<file path="src/rtl/bhm_pkg.sv">
package bhm_pkg;

  typedef enum logic [1:0] {
    ST_OFF  = 2'd0,
    ST_TEST = 2'd1,
    ST_WAIT = 2'd2
  } bhm_state_e;

  // Counter width able to hold values 0 .. limit-1
  function automatic int cnt_width(input int limit);
    return (limit > 2) ? $clog2(limit) : 1;
  endfunction

  // Warning value after a clock edge
  function automatic logic warn_next(input logic cur,
                                     input logic sample_ev,
                                     input logic low,
                                     input logic pu_test,
                                     input logic replaced);
    if (replaced)       return 1'b0;
    if (!sample_ev)     return cur;
    if (low)            return 1'b1;
    if (pu_test)        return 1'b0;
    return cur;
  endfunction

endpackage

</file>
<file path="src/rtl/bhm_sync.sv">
module bhm_sync #(
  parameter int STAGES = 2
) (
  input  logic clk,
  input  logic rst_n,
  input  logic d_i,
  output logic q_o
);
  logic [STAGES-1:0] pipe_q;

  generate
    if (STAGES == 1) begin : g_one
      always_ff @(posedge clk or negedge rst_n) begin
        if (!rst_n) pipe_q <= '0;
        else        pipe_q <= d_i;
      end
    end else begin : g_many
      always_ff @(posedge clk or negedge rst_n) begin
        if (!rst_n) pipe_q <= '0;
        else        pipe_q <= {pipe_q[STAGES-2:0], d_i};
      end
    end
  endgenerate

  assign q_o = pipe_q[STAGES-1];
endmodule

</file>
<file path="src/rtl/bhm_tick_cnt.sv">
module bhm_tick_cnt
  import bhm_pkg::*;
#(
  parameter int LIMIT = 4
) (
  input  logic clk,
  input  logic rst_n,
  input  logic clr_i,
  input  logic run_i,
  input  logic tick_i,
  output logic last_o
);
  localparam int W = cnt_width(LIMIT);
  localparam logic [W-1:0] TOP = W'(LIMIT - 1);

  logic [W-1:0] cnt_q;

  assign last_o = run_i && tick_i && (cnt_q == TOP);

  always_ff @(posedge clk or negedge rst_n) begin
    if (!rst_n)                 cnt_q <= '0;
    else if (clr_i)             cnt_q <= '0;
    else if (run_i && tick_i)   cnt_q <= (cnt_q == TOP) ? '0 : cnt_q + 1'b1;
  end
endmodule

</file>
<file path="src/rtl/bhm_ctrl.sv">
module bhm_ctrl
  import bhm_pkg::*;
(
  input  logic       clk,
  input  logic       rst_n,
  input  logic       supply_ok_i,
  input  logic       win_last_i,
  input  logic       int_last_i,
  output bhm_state_e state_o,
  output logic       pu_test_o
);
  bhm_state_e state_q, state_d;
  logic       pu_q, pu_d;

  always_comb begin
    state_d = state_q;
    pu_d    = pu_q;
    if (!supply_ok_i) begin
      state_d = ST_OFF;
    end else begin
      unique case (state_q)
        ST_OFF:  begin state_d = ST_TEST; pu_d = 1'b1; end
        ST_TEST: if (win_last_i) state_d = ST_WAIT;
        ST_WAIT: if (int_last_i) begin state_d = ST_TEST; pu_d = 1'b0; end
        default: state_d = ST_OFF;
      endcase
    end
  end

  always_ff @(posedge clk or negedge rst_n) begin
    if (!rst_n) begin
      state_q <= ST_OFF;
      pu_q    <= 1'b0;
    end else begin
      state_q <= state_d;
      pu_q    <= pu_d;
    end
  end

  assign state_o   = state_q;
  assign pu_test_o = pu_q;
endmodule

</file>
<file path="src/rtl/batt_health_mon.sv">
module batt_health_mon
  import bhm_pkg::*;
#(
  parameter int INTERVAL_TICKS = 86400,
  parameter int WINDOW_TICKS   = 1,
  parameter int SYNC_STAGES    = 2
) (
  input  logic clk,
  input  logic rst_n,
  input  logic tick_i,
  input  logic supply_ok_i,
  input  logic batt_low_i,
  input  logic replaced_i,
  output logic load_en_o,
  output logic warn_en_o
);
  bhm_state_e state;
  logic       pu_test;
  logic       in_test, in_wait;
  logic       win_done, int_done;
  logic       low_sync;
  logic       warn_q;

  assign in_test = (state == ST_TEST);
  assign in_wait = (state == ST_WAIT);

  bhm_sync #(.STAGES(SYNC_STAGES)) u_sync (
    .clk(clk), .rst_n(rst_n), .d_i(batt_low_i), .q_o(low_sync)
  );

  bhm_tick_cnt #(.LIMIT(WINDOW_TICKS)) u_win_cnt (
    .clk(clk), .rst_n(rst_n), .clr_i(!in_test),
    .run_i(in_test && supply_ok_i), .tick_i(tick_i), .last_o(win_done)
  );

  bhm_tick_cnt #(.LIMIT(INTERVAL_TICKS)) u_int_cnt (
    .clk(clk), .rst_n(rst_n), .clr_i(!in_wait),
    .run_i(in_wait && supply_ok_i), .tick_i(tick_i), .last_o(int_done)
  );

  bhm_ctrl u_ctrl (
    .clk(clk), .rst_n(rst_n), .supply_ok_i(supply_ok_i),
    .win_last_i(win_done), .int_last_i(int_done),
    .state_o(state), .pu_test_o(pu_test)
  );

  always_ff @(posedge clk or negedge rst_n) begin
    if (!rst_n) warn_q <= 1'b0;
    else        warn_q <= warn_next(warn_q, win_done, low_sync, pu_test, replaced_i);
  end

  assign load_en_o = in_test && supply_ok_i;
  assign warn_en_o = warn_q;
endmodule

</file>
<file path="config.mk">
export PLATFORM = sky130hd
export DESIGN_NAME = batt_health_mon
export DESIGN_NICKNAME = d
export VERILOG_FILES = /design/src/rtl/bhm_pkg.sv /design/src/rtl/bhm_sync.sv /design/src/rtl/bhm_tick_cnt.sv /design/src/rtl/bhm_ctrl.sv /design/src/rtl/batt_health_mon.sv
export SDC_FILE = /design/constraint.sdc
export NUM_CORES = 1
export LEC_CHECK = 0
export ABC_CLOCK_PERIOD_IN_PS = 1550
export BUFFER_PORTS_ARGS = -buffer_cell sky130_fd_sc_hd__buf_2
export CORE_MARGIN = 2
export CORE_UTILIZATION = 40
export DETAILED_ROUTE_END_ITERATION = 7
export RECOVER_POWER = 50
export SKIP_LAST_GASP = 1
export SLEW_MARGIN = 0
export SYNTH_ARGS = -nofsm -noshare
export SYNTH_HDL_FRONTEND = slang
export SYNTH_SLANG_ARGS = --single-unit
</file>
<file path="constraint.sdc">
create_clock -name clk -period 1.55 [get_ports clk]
set_input_delay 0.31 -clock clk [delete_from_list [all_inputs] [get_ports clk]]
set_output_delay 0.31 -clock clk [all_outputs]
set_load 0.02 [all_outputs]
</file>
After elaboration in Yosys (flattened, before gate mapping)
Cells that the tools add are included.
{"block": "classes", "n_addsub": 2, "n_eq_ne": 8, "muxes": 30, "n_bitwise": 1, "reduce_logical": 11}
{"op": "two-way mux 17 bit", "count": 3}
{"op": "two-way mux 1 bit", "count": 22}
{"op": "adder 17 x 1 -> 17 bit (second input constant)", "count": 1}
{"op": "== test 17 bit (second input constant)", "count": 1}
{"op": "logical AND 1 bit", "count": 6}
{"op": "two-way mux 2 bit", "count": 3}
{"op": "!= test 2 x 1 -> 1 bit (second input constant)", "count": 3}
{"op": "!= test 3 x 2 -> 1 bit (second input constant)", "count": 2}
{"op": "one-hot mux 2 bit (3 select lines)", "count": 1}
{"op": "nonzero test 4 bit", "count": 1}
{"op": "AND reduction 3 bit", "count": 1}
{"op": "== test 2 x 1 -> 1 bit (second input constant)", "count": 1}
{"op": "== test 2 bit (second input constant)", "count": 1}
{"op": "zero test 2 bit", "count": 1}
{"op": "one-hot mux 1 bit (2 select lines)", "count": 1}
{"op": "AND reduction 2 bit", "count": 1}
{"op": "nonzero test 2 bit", "count": 1}
{"op": "adder 1 bit (second input constant)", "count": 1}
{"op": "NOT 1 bit", "count": 1}
{"block": "totals", "ff_bits": 24, "output_inout_bits": 2, "elab_cells": 58}

Longest topological paths before layout
Gate-level depths: netlist of run 1.
{"block": "depth", "word_depth": 15, "depth_mapped": 6, "ltp_nobuf": 5}

By module
A second synthesis of run 1 with hierarchy kept.
{"block": "hier_totals", "hier_cells": 124, "area_unflattened_um2": 1211.2}
{"mod": "bhm_tick_cnt (u_int_cnt)", "instances": 1, "cells_per_inst": 99, "area_each_um2": 938.4}
{"mod": "bhm_ctrl", "instances": 1, "cells_per_inst": 13, "area_each_um2": 145.1}
{"mod": "batt_health_mon", "instances": 1, "cells_per_inst": 9, "area_each_um2": 71.3}
{"mod": "bhm_sync", "instances": 1, "cells_per_inst": 2, "area_each_um2": 50.0}
{"mod": "bhm_tick_cnt (u_win_cnt)", "instances": 1, "cells_per_inst": 1, "area_each_um2": 6.3}

Worst setup path after synthesis of run 1
Ideal clock, no wire load.
{"block": "synth_timing", "kind": "reg2reg", "startpoint": "reg u_int_cnt.cnt_q[5]", "endpoint": "reg u_int_cnt.cnt_q[15]", "setup_time_ps": 78, "arrival_ps": 1634, "path_slack_ps": -161, "stages_incl_launch_ff": 5, "period_less_slack_ps": 1711, "cell_sequence": "dfrtp_1 nand4_2 or4_4 or4_1 a21oi_1"}
{"block": "synth_between", "elab_chain_len": 4, "elab_cells_between_ends": 5}
{"item": "start, declared", "line_no": "bhm_tick_cnt.sv:16", "source": "logic [W-1:0] cnt_q;"}
{"item": "start signal, assigned", "line_no": "bhm_tick_cnt.sv:23", "source": "else if (run_i && tick_i) cnt_q <= (cnt_q == TOP) ? '0 : cnt_q + 1'b1;"}
{"item": "adder 17 x 1 -> 17 bit / == test 17 bit (equally long branches)", "line_no": "bhm_tick_cnt.sv:23"}
{"item": "two-way mux 17 bit (*) (2 in a row)", "line_no": "bhm_tick_cnt.sv:23"}
{"item": "two-way mux 17 bit (*)", "line_no": "bhm_tick_cnt.sv:22", "source": "else if (clr_i) cnt_q <= '0;"}
Mark *: on every way between the ends. The rest lies on a longest branch, timed or not. The select of a mux whose other input is x is not followed.
A chain may end at the register's enable or synchronous reset.

Final worst setup path of run 1
{"block": "layout_timing", "startpoint": "reg u_int_cnt.cnt_q[1]", "endpoint": "reg u_int_cnt.cnt_q[15]"}
Same word-level chain as after synthesis.

==> impl_metrics.ini, run 1 <==
[detailed_routing]
wl_per_cell_um = 15.87
route.detailed.vias_per_inst = 5.959
route.vias.total = 1156
post-route-drc-count = 0
routed_wirelength_mm = 3.079
drt-pass1-iter-count = 4
drt_first_iter_violations = 52
ant_nets = 0

[setup_path]
regToRegSetupSlack_ns = -0.11
timing.critical_path.depth = 4
worst_path_dominant_cell_family = simple AND/OR/NAND/NOR gates
required_time_worst_endpoint_ns = 1.80
critPathArrivalTime_ns = 1.91
crit_type = reg2reg
worst_r2r_startpoint = u_int_cnt.cnt_q[1]
end_kind = register
start_kind = register
worst_r2r_endpoint = u_int_cnt.cnt_q[15]
worst_r2r_path_depth = 4
crit_chain = nand3_2 -> or4_4 -> or4_1 -> a21oi_1
critical-path-slowest-cell = sky130_fd_sc_hd__or4_4
slowest_delay_ns = 0.52
worstPathBufferInverterCount = 0
crit_start = u_int_cnt.cnt_q[1]
timing.critical_path.to = u_int_cnt.cnt_q[15]
worst-path-max-fanout = 4

[status]
violations = negative setup slack
run_status = finished with violations

[global_routing]
antenna_found_initial = 0
vias_in_the_first_global_route = 1135
groute.usage.overall_pct = 20.09
grt_start_max_net_pins = 24
globalRouteOverflowTotal = 0
grt_first_pass_wirelength_mm = 5.119

[logic_synthesis]
muxShareOfSynthArea_pct = 0
postSynth.asyncResetShare_pct = 100.0
synth-adder-area-share_pct = 1.059
synth_xor_xnor_area_share_pct = 3.708
combinational_family_with_the_most_area_after_synthesis = simple AND/OR/NAND/NOR gates
synth.top_cell.area_share_pct = 48.73
netlist_top_cells_area = sky130_fd_sc_hd__dfrtp_1 (49%), sky130_fd_sc_hd__a31oi_1 (4.2%), sky130_fd_sc_hd__nand3_1 (3.8%)
ys_ff_latch = 23
ys.flop_type = sky130_fd_sc_hd__dfrtp_1
synthSimpleGateAreaFrac_pct = 28.18
synth_seq_area_share_pct = 48.73
synth-edff-count = 0
ys.warnings.count = 0
netlist_area_um2 = 1181
postSynthCellCount = 120
ys_types = 38
yosysTopAreaCell = sky130_fd_sc_hd__dfrtp_1
syn_area_per_cell_um2 = 9.843
synth_compound_gate_area_share_pct = 17.06
synth.net_count = 127

[clock_tree]
cts_root_buf = sky130_fd_sc_hd__clkbuf_4
clock_latency_at_the_later_pin_of_the_worst_skew_pair_ns = 0.31
clk_pin_slew_worst_paths_ns = 0.13
cts_htree_levels = 1
tritoncts_clock_tree = yes
cts-root-to-sink-buffers = 2
cts.sink_count = 23
cts_buffers = 3

[layout]
finalInstanceArea_um2 = 1648
area_growth_pct = 39.51
diodes = 0
final_instance_count_without_filler_cells = 194
nNetsFinal = 171
drive_above_1_share_pct = 42.33
fillerInstances = 229

[placement]
total_placed_cells_including_tap_cells = 185
detail_placement_hpwl_mm = 2.187
numPortBuffers = 7
placed_cell_area_um2 = 1475
place_congestion = 0.8824

[job]
cap_violations = 0

[power_and_ir_drop]
total_leakage_power_nw = 0.6699
power_switching_share_pct = 25.00
clkPwrFrac_pct = 28.8
power_density_nw_per_um2 = 604.2
cellInternalPower_mw = 0.7467
pwr-share-seq_pct = 61.9
ir_drop_mv = 0.5092
total_switching_power_mw = 0.2489
combinationalPowerShare_pct = 9.3

[sta]
rsz0062_at_grt = yes
skew_ns = 0.003198
final-setup-viol-count = 17
worstMarginPinSlew_ns = 0.5621
clock.fmax_mhz = 603.0
layout_min_cycle_time_ns = 1.658
period_share_pct = 107.0
hold_viol = 0
setup_slack_ns = -0.1083
worst_slew_margin_rel_pct = 62.53
final.setup.tns_ns = -0.8622
final-max-slew-violation-count = 0

[floorplan]
floorplan.initialDensity_pct = 42.47
die_area_um2 = 3404
number_of_placement_rows = 19
ios = 8
die-height_um = 58.34
die_w_um = 58.34
fp.coreArea_um2 = 2781

[min_path]
hp-class = in2reg
min_delay_path_depth = 1
==> synth_stat cells, types with 2 or more instances <==
cell type / count
sky130_fd_sc_hd__o21ai_0: 5
sky130_fd_sc_hd__xor2_1: 4
sky130_fd_sc_hd__nor4_1: 3
sky130_fd_sc_hd__and3_1: 2
sky130_fd_sc_hd__nand4_1: 4
sky130_fd_sc_hd__nor2_1: 8
sky130_fd_sc_hd__o31ai_1: 4
sky130_fd_sc_hd__nand3_1: 9
sky130_fd_sc_hd__nand2_1: 10
sky130_fd_sc_hd__or3_1: 3
sky130_fd_sc_hd__dfrtp_1: 23
sky130_fd_sc_hd__nand3b_1: 2
sky130_fd_sc_hd__inv_1: 2
sky130_fd_sc_hd__a31oi_1: 8
sky130_fd_sc_hd__a21oi_1: 5
sky130_fd_sc_hd__o2111ai_1: 3
sky130_fd_sc_hd__and4_2: 2
sky130_fd_sc_hd__clkbuf_1: 2
sky130_fd_sc_hd__or4_1: 2
==> worst reg2reg max path: cells and delay by family, from the launching register on <==
kind            cells  cell delay (ns)
compound gates      1             0.13
simple gates        3             1.03
flops               1             0.44
==> worst min-delay path by stage <==
stage                               to  slack, ns        from
floorplan             u_ctrl.pu_test_o       0.01       rst_n
detailed placement  u_int_cnt.cnt_q[5]       0.31       rst_n
CTS                   u_sync.pipe_q[0]       0.08  batt_low_i
global route          u_sync.pipe_q[0]       0.07  batt_low_i
finish                u_sync.pipe_q[0]       0.09  batt_low_i
global placement    u_int_cnt.cnt_q[5]       0.30       rst_n
==> stage by stage <==
stage | util (%) | hold WS, ns | setup slack (ns) | total power, mW
after floorplan | - | 0.01441 | -0.09570 | 0.6577
after global placement | 53.04 | 0.3037 | -0.09485 | 0.7027
after detailed placement | 53.04 | 0.3076 | -0.1435 | 0.7054
after CTS | 57.62 | 0.07819 | -0.1209 | 0.9949
after global routing | 59.24 | 0.06965 | -0.1681 | 1.031
final | 59.24 | 0.08999 | -0.1083 | 0.9956
==> per-layer routing <==
layer  part of all wire [%]  track usage [%]
met2                     49            32.74
met3                    3.4            5.495
met5                      0                0
met1                     46            25.85
met4                    1.6            6.645
==> flip-flops by register name, indices dropped and copies added, names as in the netlist <==
name	cells
u_ctrl.pu_test_o	1
u_ctrl.state_o	2
u_int_cnt.cnt_q	17
u_sync.pipe_q	2
warn_en_o	1
==> cell type report <==
cell class | count | area [um2] | share of cell area, %
multi-input cells | 93 | 690.7 | 41.91
inverters | 2 | 7.507 | 0.4556
repair buffers | 41 | 306.5 | 18.60
well taps | 31 | 38.79 | 2.354
clock buffers | 4 | 26.28 | 1.595
flip-flops and latches | 23 | 578.1 | 35.08
==> cell usage in the layout (no fill, tap or decap), drive strengths merged, types with 2 or more instances in the layout <==
cell / instances
o21ai: 6
a31oi: 8
or4: 3
buf: 39
or3: 4
and3: 2
o31ai: 4
nor2: 8
a21oi: 5
xor2: 4
o2111ai: 3
and4: 3
nand4: 5
nor4: 3
dfrtp: 23
inv: 2
nand2: 10
nand3b: 2
clkbuf: 5
nand3: 9
==> cells by family (layout without fill, tap and decap cells) <==
| kind of cell | count (synthesis) | in the layout |
|---|---|---|
| AOI/OAI and AO/OA | 31 | 31 |
| xor gates and xnor gates | 5 | 5 |
| adders and majority gates | 1 | 1 |
| buffers and inverters | 4 | 47 |
| DFF | 23 | 23 |
| and+or+nand+nor | 56 | 56 |
==> power by group through the flow <==
stage / Combinational [mW] / Clock, mW / Sequential, mW
global placement: 0.0774 / 0 / 0.625
global route: 0.102 / 0.311 / 0.617
finish: 0.0924 / 0.287 / 0.616
CTS: 0.0853 / 0.294 / 0.615
floorplan: 0.0305 / 0 / 0.627
detailed placement: 0.0793 / 0 / 0.626
==> what timing repair did <==
item	4_1_cts	5_1_grt
endpoints found under the setup margin	18	19
setup buffers	4	0
pin swaps	9	5
gates resized for setup	16	9
hold buffers	1	0
hold endpoints to repair	23	0
Power figures use the tool's default switching activity.
==> inputs of run 2 (changes only) <==
- CORE_MARGIN: 2 -> default
==> run 2 against run 1 <==
Compared with the run above:
- the run still ends with negative setup slack left
- global-route usage rose by 0.31 points
- worst setup slack worse by 0.035 ns
- fmax decreased by 2.1%
- register-to-register slack worse by 0.03 ns
- clock power shrank 3%
- sequential power hardly changed
- via count down 2.1%
- power decreased by 0.75%
- largest cell class unchanged
- highest routed layer unchanged
==> impl_metrics.ini, run 2 (synthesis gave the netlist of run 1 again) <==
[layout]
diodes = 0
most_common_cell_after_layout_fill_and_taps_aside = sky130_fd_sc_hd__buf_4
drive_above_1_share_pct = 39.88
largest_register_ff_count = 17
finalCoreUtilization_pct = 59.29
max_flop_register = u_int_cnt.cnt_q
nNetsFinal = 171
ff_latch_area_um2 = 578.1
final_instance_count_without_filler_cells = 194
area_growth_pct = 39.62
leading_cell_types_in_the_layout_fill_and_taps_excluded = sky130_fd_sc_hd__buf_4 (30), sky130_fd_sc_hd__dfrtp_1 (21), sky130_fd_sc_hd__nand2_1 (10)
multiInputGateArea_um2 = 688.2
fillerInstances = 228

[status]
run_status = finished with violations
violations = negative setup slack

[placement]
detail_placement_hpwl_mm = 2.087
place_congestion = 0.8620
numPortBuffers = 7
place_worst_setup_slack_ns = -0.1439
total_placed_cells_including_tap_cells = 185

[sta]
clock.fmax_mhz = 590.6
worstMarginPinSlew_ns = 0.5603
period_share_pct = 109.2
hold_ws_ns = 0.09572
final-max-slew-violation-count = 0
worst_slew_margin_rel_pct = 62.64
setup_slack_ns = -0.1433
layout_min_cycle_time_ns = 1.693
rsz0062_at_grt = yes
hold_viol = 0
final-setup-viol-count = 14
skew_ns = 0.006988

[power_and_ir_drop]
finalPower_mw = 0.9881
ir_drop_mv = 0.5817
power_density_nw_per_um2 = 599.2
total_leakage_power_nw = 0.6711

[setup_path]
worst_r2r_startpoint = u_int_cnt.cnt_q[7]
critPathArrivalTime_ns = 1.94
timing.critical_path.to = u_int_cnt.cnt_q[15]
worst_r2r_path_depth = 4
crit_type = reg2reg
critical-path-slowest-cell = sky130_fd_sc_hd__or4_4
required_time_worst_endpoint_ns = 1.80
worst_r2r_endpoint = u_int_cnt.cnt_q[15]
start_kind = register
end_kind = register
regToRegSetupSlack_ns = -0.14
slowest_delay_ns = 0.46
worstPathBufferInverterCount = 0
crit_chain = nand4_2 -> or4_4 -> or4_1 -> a21oi_1
worst-path-max-fanout = 6
timing.critical_path.depth = 4
crit_start = u_int_cnt.cnt_q[7]
worst_path_dominant_cell_family = simple AND/OR/NAND/NOR gates

[global_routing]
antenna_found_initial = 0
vias_in_the_first_global_route = 1067
grt_first_pass_wirelength_mm = 4.864
grt_start_max_net_pins = 24
groute.usage.overall_pct = 20.40
globalRouteOverflowTotal = 0

[clock_tree]
clock_latency_at_the_later_pin_of_the_worst_skew_pair_ns = 0.31
cts_root_buf = sky130_fd_sc_hd__clkbuf_4
cts-root-to-sink-buffers = 2
cts.sink_count = 23
clk_pin_slew_worst_paths_ns = 0.13
cts_htree_levels = 1
cts_buffers = 3
tritoncts_clock_tree = yes

[min_path]
hp-class = in2reg

[floorplan]
ios = 8
die-height_um = 56.34
die_w_um = 56.34
number_of_placement_rows = 19
die_area_um2 = 3174
floorplan.initialDensity_pct = 42.47
fp.coreArea_um2 = 2781

[detailed_routing]
detail_route.wirelength.met1_mm = 1.451
route.met2.wl_mm = 1.408
routed_wirelength_mm = 2.975
wl_per_cell_um = 15.34
drt_first_iter_violations = 43
post-route-drc-count = 0
detailroute.wirelength.met3_um = 87
ant_nets = 0
route.detailed.vias_per_inst = 5.835
route.vias.total = 1132
highest-signal-layer = met4
drt-pass1-iter-count = 4

[job]
cap_violations = 0
## run 2: worst min-delay path by stage
| stage | start | end | slack [ns] | cells past startpoint |
|---|---|---|---|---|
| 2_1_floorplan | rst_n | u_ctrl.pu_test_o | 0.01 | 0 |
| 3_3_place_gp | rst_n | u_int_cnt.cnt_q[5] | 0.31 | 1 |
| 3_5_place_dp | rst_n | u_int_cnt.cnt_q[5] | 0.32 | 1 |
| 4_1_cts | batt_low_i | u_sync.pipe_q[0] | 0.08 | 1 |
| 5_1_grt | batt_low_i | u_sync.pipe_q[0] | 0.07 | 1 |
| 6_report | batt_low_i | u_sync.pipe_q[0] | 0.1 | 1 |
## run 2: layer usage
layer	global-route usage, %	up-vias
li1	-	553
met1	27.15	552
met2	31.80	25
met3	4.839	2
met4	8.711	0
met5	0	-
## run 2: report_power, final
part           total, mW  switching [mW]  internal, mW
clock              0.278           0.178         0.101
sequential         0.617         0.00861         0.608
combinational     0.0933          0.0547        0.0386
## run 2: final cells by class
cell class	count	share of cell area, %
Inverter	2	0.4552
Timing Repair Buffer	41	18.82
Tap cell	31	2.352
Clock buffer	4	1.593
Multi-Input combinational cell	93	41.73
Sequential cell	23	35.05
## run 2: per-stage QoR
stage                     area (um2)  TNS, ns
after global placement          1475  -0.7521
final                           1649  -0.5409
after CTS                       1568  -0.3939
after floorplan                 1201  -0.6092
after global routing            1649   -2.045
after detailed placement        1475   -1.232
## run 2: repair_timing
action / 4_1_cts / 5_1_grt
endpoints found under the setup margin: 17 / 19
hold endpoints to repair: 23 / 0
pin swaps: 4 / 1
hold buffers: 1 / 0
gates cloned: 0 / 0
gates resized for setup: 9 / 14
buffers inserted: 2 / 2
